--- src/rtl/hw_ctrl_pkg.sv ---
package hw_ctrl_pkg;

  localparam int SEL_W = 3;
  localparam int ALU_W = 4;

  // datapath addresses on the shared bus
  localparam logic [SEL_W-1:0] DP_NONE = 3'd0;
  localparam logic [SEL_W-1:0] DP_MAR  = 3'd1;
  localparam logic [SEL_W-1:0] DP_PC   = 3'd2;
  localparam logic [SEL_W-1:0] DP_MBR  = 3'd3;
  localparam logic [SEL_W-1:0] DP_AC   = 3'd4;
  localparam logic [SEL_W-1:0] DP_MEM  = 3'd5;
  localparam logic [SEL_W-1:0] DP_IO   = 3'd6;
  localparam logic [SEL_W-1:0] DP_IR   = 3'd7;

  // alu lines
  localparam logic [ALU_W-1:0] ALU_NOP  = 4'b0000;
  localparam logic [ALU_W-1:0] ALU_ADD  = 4'b0001;
  localparam logic [ALU_W-1:0] ALU_SUB  = 4'b0010;
  localparam logic [ALU_W-1:0] ALU_CLR  = 4'b0100;
  localparam logic [ALU_W-1:0] ALU_PASS = 4'b1000;

  // opcode line indices
  localparam int OP_JNS   = 0;
  localparam int OP_LOAD  = 1;
  localparam int OP_STORE = 2;
  localparam int OP_ADD   = 3;
  localparam int OP_SUBT  = 4;
  localparam int OP_IN    = 5;
  localparam int OP_OUT   = 6;
  localparam int OP_HALT  = 7;
  localparam int OP_SKIP  = 8;
  localparam int OP_JUMP  = 9;
  localparam int OP_CLEAR = 10;
  localparam int OP_ADDI  = 11;
  localparam int OP_JUMPI = 12;

  typedef struct packed {
    logic [SEL_W-1:0] rd;
    logic [SEL_W-1:0] wr;
    logic [ALU_W-1:0] alu;
    logic             cr;
    logic             pc_inc;
    logic             halt;
  } ctrl_t;

  function automatic ctrl_t xfer(logic [SEL_W-1:0] r, logic [SEL_W-1:0] w,
                                 logic [ALU_W-1:0] a);
    ctrl_t c;
    c        = '0;
    c.rd     = r;
    c.wr     = w;
    c.alu    = a;
    return c;
  endfunction

  function automatic ctrl_t end_step();
    ctrl_t c;
    c    = '0;
    c.cr = 1'b1;
    return c;
  endfunction

endpackage

--- src/rtl/hw_ring_counter.sv ---
module hw_ring_counter #(
  parameter int N = 8
) (
  input  logic         clk_i,
  input  logic         rst_ni,
  input  logic         clr_i,
  output logic [N-1:0] t_o
);

  logic [N-1:0] q;

  for (genvar i = 0; i < N; i++) begin : g_stage
    if (i == 0) begin : g_head
      always_ff @(posedge clk_i or negedge rst_ni) begin
        if (!rst_ni) q[i] <= 1'b1;
        else         q[i] <= clr_i | q[N-1];
      end
    end else begin : g_body
      always_ff @(posedge clk_i or negedge rst_ni) begin
        if (!rst_ni) q[i] <= 1'b0;
        else         q[i] <= ~clr_i & q[i-1];
      end
    end
  end

  assign t_o = q;

endmodule

--- src/rtl/hw_op_decoder.sv ---
module hw_op_decoder #(
  parameter int OP_W = 4,
  localparam int NOPS = 1 << OP_W
) (
  input  logic [OP_W-1:0] opcode_i,
  output logic [NOPS-1:0] line_o
);

  for (genvar k = 0; k < NOPS; k++) begin : g_line
    assign line_o[k] = (opcode_i == OP_W'(k));
  end

endmodule

--- src/rtl/hw_skip_eval.sv ---
module hw_skip_eval (
  input  logic [1:0] cond_i,
  input  logic       neg_i,
  input  logic       zero_i,
  output logic       take_o
);

  always_comb begin
    unique case (cond_i)
      2'b00:   take_o = neg_i;
      2'b01:   take_o = zero_i;
      2'b10:   take_o = ~neg_i & ~zero_i;
      default: take_o = 1'b0;
    endcase
  end

endmodule

--- src/rtl/hw_ctrl_matrix.sv ---
module hw_ctrl_matrix
  import hw_ctrl_pkg::*;
#(
  parameter int NOPS = 16,
  parameter int T_N  = 8,
  localparam int STEP_W = $clog2(T_N)
) (
  input  logic [NOPS-1:0] op_line_i,
  input  logic [T_N-1:0]  t_state_i,
  input  logic            skip_take_i,
  output ctrl_t           ctrl_o
);

  logic [STEP_W-1:0] step;
  ctrl_t             c;

  always_comb begin
    step = '0;
    for (int i = 0; i < T_N; i++) begin
      if (t_state_i[i]) step = STEP_W'(i);
    end
  end

  always_comb begin
    c = '0;
    if (op_line_i[OP_JNS]) begin
      case (int'(step))
        0:       c = xfer(DP_PC,  DP_MBR, ALU_NOP);
        1:       c = xfer(DP_IR,  DP_MAR, ALU_NOP);
        2:       c = xfer(DP_MBR, DP_MEM, ALU_NOP);
        3:       c = xfer(DP_IR,  DP_PC,  ALU_NOP);
        4:       c.pc_inc = 1'b1;
        default: c = end_step();
      endcase
    end else if (op_line_i[OP_LOAD] | op_line_i[OP_ADD] | op_line_i[OP_SUBT]) begin
      case (int'(step))
        0:       c = xfer(DP_IR,  DP_MAR, ALU_NOP);
        1:       c = xfer(DP_MEM, DP_MBR, ALU_NOP);
        2:       c = xfer(DP_MBR, DP_AC,
                          op_line_i[OP_ADD]  ? ALU_ADD :
                          op_line_i[OP_SUBT] ? ALU_SUB : ALU_PASS);
        default: c = end_step();
      endcase
    end else if (op_line_i[OP_STORE]) begin
      case (int'(step))
        0:       c = xfer(DP_IR,  DP_MAR, ALU_NOP);
        1:       c = xfer(DP_AC,  DP_MBR, ALU_NOP);
        2:       c = xfer(DP_MBR, DP_MEM, ALU_NOP);
        default: c = end_step();
      endcase
    end else if (op_line_i[OP_IN]) begin
      if (step == '0) c = xfer(DP_IO, DP_AC, ALU_PASS);
      else            c = end_step();
    end else if (op_line_i[OP_OUT]) begin
      if (step == '0) c = xfer(DP_AC, DP_IO, ALU_NOP);
      else            c = end_step();
    end else if (op_line_i[OP_CLEAR]) begin
      if (step == '0) c = xfer(DP_NONE, DP_AC, ALU_CLR);
      else            c = end_step();
    end else if (op_line_i[OP_JUMP]) begin
      if (step == '0) c = xfer(DP_IR, DP_PC, ALU_NOP);
      else            c = end_step();
    end else if (op_line_i[OP_SKIP]) begin
      if (step == '0) c.pc_inc = skip_take_i;
      else            c = end_step();
    end else if (op_line_i[OP_HALT]) begin
      c      = end_step();
      c.halt = 1'b1;
    end else if (op_line_i[OP_ADDI]) begin
      case (int'(step))
        0:       c = xfer(DP_IR,  DP_MAR, ALU_NOP);
        1:       c = xfer(DP_MEM, DP_MBR, ALU_NOP);
        2:       c = xfer(DP_MBR, DP_MAR, ALU_NOP);
        3:       c = xfer(DP_MEM, DP_MBR, ALU_NOP);
        4:       c = xfer(DP_MBR, DP_AC,  ALU_ADD);
        default: c = end_step();
      endcase
    end else if (op_line_i[OP_JUMPI]) begin
      case (int'(step))
        0:       c = xfer(DP_IR,  DP_MAR, ALU_NOP);
        1:       c = xfer(DP_MEM, DP_MBR, ALU_NOP);
        2:       c = xfer(DP_MBR, DP_PC,  ALU_NOP);
        default: c = end_step();
      endcase
    end else begin
      // unused opcode: retire at once
      c = end_step();
    end
  end

  assign ctrl_o = c;

endmodule

--- src/rtl/hw_ctrl_unit.sv ---
module hw_ctrl_unit
  import hw_ctrl_pkg::*;
#(
  parameter int OP_W    = 4,
  parameter int T_STEPS = 8,
  localparam int NOPS   = 1 << OP_W
) (
  input  logic               clk_i,
  input  logic               rst_ni,
  input  logic [OP_W-1:0]    opcode_i,
  input  logic [1:0]         skip_cond_i,
  input  logic               ac_neg_i,
  input  logic               ac_zero_i,
  output logic [T_STEPS-1:0] t_state_o,
  output logic [SEL_W-1:0]   rd_sel_o,
  output logic [SEL_W-1:0]   wr_sel_o,
  output logic [ALU_W-1:0]   alu_ctl_o,
  output logic               cnt_rst_o,
  output logic               pc_inc_o,
  output logic               halt_o
);

  logic [T_STEPS-1:0] t_state;
  logic [NOPS-1:0]    op_line;
  logic               skip_take;
  ctrl_t              ctrl;

  hw_ring_counter #(.N(T_STEPS)) ring_i (
    .clk_i  (clk_i),
    .rst_ni (rst_ni),
    .clr_i  (ctrl.cr),
    .t_o    (t_state)
  );

  hw_op_decoder #(.OP_W(OP_W)) dec_i (
    .opcode_i (opcode_i),
    .line_o   (op_line)
  );

  hw_skip_eval skip_i (
    .cond_i (skip_cond_i),
    .neg_i  (ac_neg_i),
    .zero_i (ac_zero_i),
    .take_o (skip_take)
  );

  hw_ctrl_matrix #(.NOPS(NOPS), .T_N(T_STEPS)) mtx_i (
    .op_line_i   (op_line),
    .t_state_i   (t_state),
    .skip_take_i (skip_take),
    .ctrl_o      (ctrl)
  );

  assign t_state_o = t_state;
  assign rd_sel_o  = ctrl.rd;
  assign wr_sel_o  = ctrl.wr;
  assign alu_ctl_o = ctrl.alu;
  assign cnt_rst_o = ctrl.cr;
  assign pc_inc_o  = ctrl.pc_inc;
  assign halt_o    = ctrl.halt;

endmodule

--- config.mk ---
export PLATFORM = sky130hd
export DESIGN_NAME = hw_ctrl_unit
export DESIGN_NICKNAME = d
export VERILOG_FILES = /design/src/rtl/hw_ctrl_pkg.sv /design/src/rtl/hw_ring_counter.sv /design/src/rtl/hw_op_decoder.sv /design/src/rtl/hw_skip_eval.sv /design/src/rtl/hw_ctrl_matrix.sv /design/src/rtl/hw_ctrl_unit.sv
export SDC_FILE = /design/constraint.sdc
export NUM_CORES = 1
export LEC_CHECK = 0
export BUFFER_PORTS_ARGS = -buffer_cell sky130_fd_sc_hd__buf_2
export CORE_ASPECT_RATIO = 1.1
export CORE_MARGIN = 2
export CORE_UTILIZATION = 40
export CTS_BUF_LIST = sky130_fd_sc_hd__clkbuf_2 sky130_fd_sc_hd__clkbuf_4 sky130_fd_sc_hd__clkbuf_8
export DETAILED_ROUTE_END_ITERATION = 8
export PLACE_DENSITY = 0.67
export SLEW_MARGIN = 30
export SYNTH_ARGS = -nofsm -noshare
export SYNTH_HDL_FRONTEND = slang
export SYNTH_SLANG_ARGS = --single-unit
export TNS_END_PERCENT = 10
--- constraint.sdc ---
create_clock -name clk_i -period 2.1 [get_ports clk_i]
set_input_delay 0.42 -clock clk_i [delete_from_list [all_inputs] [get_ports clk_i]]
set_output_delay 0.42 -clock clk_i [all_outputs]
set_load 0.05 [all_outputs]
==> run_results.csv <==
group,metric,value,unit
yosys,synth_top_area_cell,"dfrtp_1",
layout,syn2layout_area_growth,78.60,%
critical_path,worstPathArrival,2180,ps
layout,largest_reg_flops,8,
power,switching_share,0.4012,
clocking,clock-root-buffer,"clkbuf_4",
route,wirelength,4225,um
critical_path,startpoint_type,"register",
yosys,synth_compound_area_frac,0.3407,
critical_path,crit_chain,"or4_4 > o221ai_2 > nand2_1 > o211a_1 > a211oi_4 > buf_6",
yosys,yosysUniqueCellTypes,48,
sta,skew,6.725,ps
yosys,yosys_warnings,0,
power,p_sw,281.4,uW
layout,instances_no_fill,260,
grt,antenna_found_initial,0,
min_path,min_path_type,"register to register",
critical_path,worstSetupEndpointType,"primary output",
yosys,synth_top_family_by_area,"simple AND/OR/NAND/NOR gates",
clocking,cts_max_level,1,
place,port_buffers,30,
grt,grt_max_degree,18,
layout,seq_area,207.7,sq um
route,drtPass1Iterations,4,
critical_path,crit_type,"register to primary output",
clocking,cts_tree,"built",
yosys,yosysSeqAreaShare,0.1872,
clocking,cts.path.max_buffers,2,
layout,finish.utilization,0.7627,
place,dpl.hpwl,3127,um
floorplan,die_width,53.45,um
yosys,synth-main-ff-cell,"dfrtp_1",
sta,finalCriticalPeriod,2605,ps
critical_path,cp_max_fo,5,
power,power,701.6,uW
power,comb_power_share,0.571,
yosys,async_reset_ff_frac,1.000,
layout,num_antenna_cells,0,
yosys,synth.area.mux_share,0.009302,
yosys,synthSimpleGateAreaFrac,0.3674,
yosys,syn_inst,151,
yosys,avgSynthCellArea,7.126,sq um
power,clkPwrFrac,0.190,
floorplan,start_util,0.4270,
clocking,clock-sinks,8,
yosys,netlist_top_cells_area,"dfrtp_1, nor2_1, a21oi_1",
yosys,syn-cell-area,1076,sq um
sta,finalCritPeriodShare,1.240,
route,vias,1524,
yosys,ys_ff_latch,8,
place,place_inst,251,
clocking,clk_latency,250,ps
floorplan,rows,19,
floorplan,ioPinCount,31,
layout,nNetsFinal,240,
grt,overflow,0,
layout,multi_input_area,952.2,sq um
layout,layout_commonest_cell,"buf_4",
yosys,synth-xor-area-share,0,
yosys,synthAdderAreaFrac,0,
critical_path,slowest_stage,"or4_4",
critical_path,max_stage_delay,610,ps
sta,rsz0062_at_grt,"yes",
sta,finalHoldViolations,0,
sta,setup_ws,-504.6,ps
floorplan,dieArea,3121,sq um
power,power.share.sequential,0.240,
sta,final.setup.tns,-3304,ps
route,drc,0,
floorplan,design.core.area,2520,sq um
yosys,synth_top_area_frac,0.1628,
layout,fillers,195,
route,via_per_inst,5.862,
route,wl_per_cell,16.25,um
critical_path,required,1680,ps
sta,finalMaxSlewViolations,0,
grt,track_usage,0.2987,
sta,hold_ws,528.2,ps
floorplan,die_y,58.40,um
power,p_per_area,365.0,nW/um^2
job,cap_violations,0,
clocking,cts_buffers,3,
clocking,clk_pin_slew,50,ps
sta,max_freq,0.3839,GHz
outcome,violations,"negative setup slack",
layout,final_cell_mix,"buf_4, buf_2, nor2_1",
power,p_int,420.1,uW
sta,setup_violations,12,
power,irDropWorstVdd,0.4164,mV
grt,grt_pass1_vias,1523,
route,drtIter0Drc,55,
layout,drive_above_1_share,0.5677,
outcome,status,"complete, but fails checks",
power,p_leak,0.0008604,uW
grt,grt_pass1_wl,6900,um
yosys,synth-edff-count,0,
place,routabilityCongestion,0.9154,
route,antenna_left,0,
==> layer usage <==
metal  GRT usage  vias to the layer above  wire [um]
li1            -                      710          -
met1      0.3461                      724       1606
met2      0.5062                       70       2134
met3     0.04315                       20        297
met4      0.1868                        0        186
met5           0                        -          0
==> power groups by stage <==
stage	clock (uW)	sequential, uW	combinational (uW)
after floorplan	0	197	186
after global placement	0	169	342
after detailed placement	0	169	348
after CTS	139	168	387
after global routing	146	169	425
final	133	168	400
==> synthesized netlist by cell type, types with 2 or more instances <==
master and instances:
inv_1 7, nor4_4 2, a31oi_1 4, and2_1 5, o21ai_1 3, dfrtp_1 7
nand3b_1 2, o21ai_0 9, o31a_1 3, o22ai_1 2, nor4_2 2, a21oi_1 11
nor2b_1 3, a2bb2oi_1 2, buf_6 2, or3_1 3, nor3_1 8, nand2b_1 3
nand3_1 3, nor2_1 16, nand2_1 14, o32ai_1 3, clkbuf_1 12
==> repair_timing <==
item                       in CTS  in global routing
setup endpoints to repair      13                 17
pin swaps                      14                  7
hold endpoints to repair        4                  0
gates resized for setup        41                  7
setup buffers                   3                  0
hold buffers                    1                  0
gates cloned                    1                  0
==> kinds of logic after synthesis <==
logic type             count (synthesis)
AOI/OAI and AO/OA                     51
buffers and inverters                 22
DFF                                    8
muxes                                  1
other                                  1
and+or+nand+nor                       68
==> critical path, delay by kind of cell, from the launching register on <==
kind | cells | cell delay [ps]
buf+inv | 1 | 190
flops | 1 | 420
simple gates | 2 | 710
compound gates | 3 | 600
==> path summary, 6_finish.rpt <==
kind	from	slack, ps	cells after the start	to
max in group asynchronous	rst_ni	1310	2	ring_i.t_o[0]
worst max-delay path	ring_i.t_o[5]	-500	6	rd_sel_o[2]
worst max register to register	ring_i.t_o[5]	60	6	ring_i.t_o[1]
min in group asynchronous	rst_ni	550	2	ring_i.t_o[4]
worst min register to register	ring_i.t_o[0]	530	1	ring_i.t_o[1]
worst min-delay path	ring_i.t_o[0]	530	1	ring_i.t_o[1]
==> per-stage QoR <==
stage / area (sq um) / setup slack (ps)
finish: 1922 / -504.6
global route: 1922 / -558.1
CTS: 1887 / -505.5
detailed placement: 1664 / -465.7
global placement: 1664 / -353.7
floorplan: 1154 / -554.9
==> layout make-up <==
| cell class | instances | share of cell area |
|---|---|---|
| Inverter | 7 | 0.01367 |
| Tap cell | 31 | 0.02018 |
| Timing Repair Buffer | 87 | 0.3470 |
| Sequential cell | 8 | 0.1081 |
| Multi-Input combinational cell | 123 | 0.4954 |
| Clock buffer | 4 | 0.01563 |
Note: power is estimated with default switching activity, not from simulation.
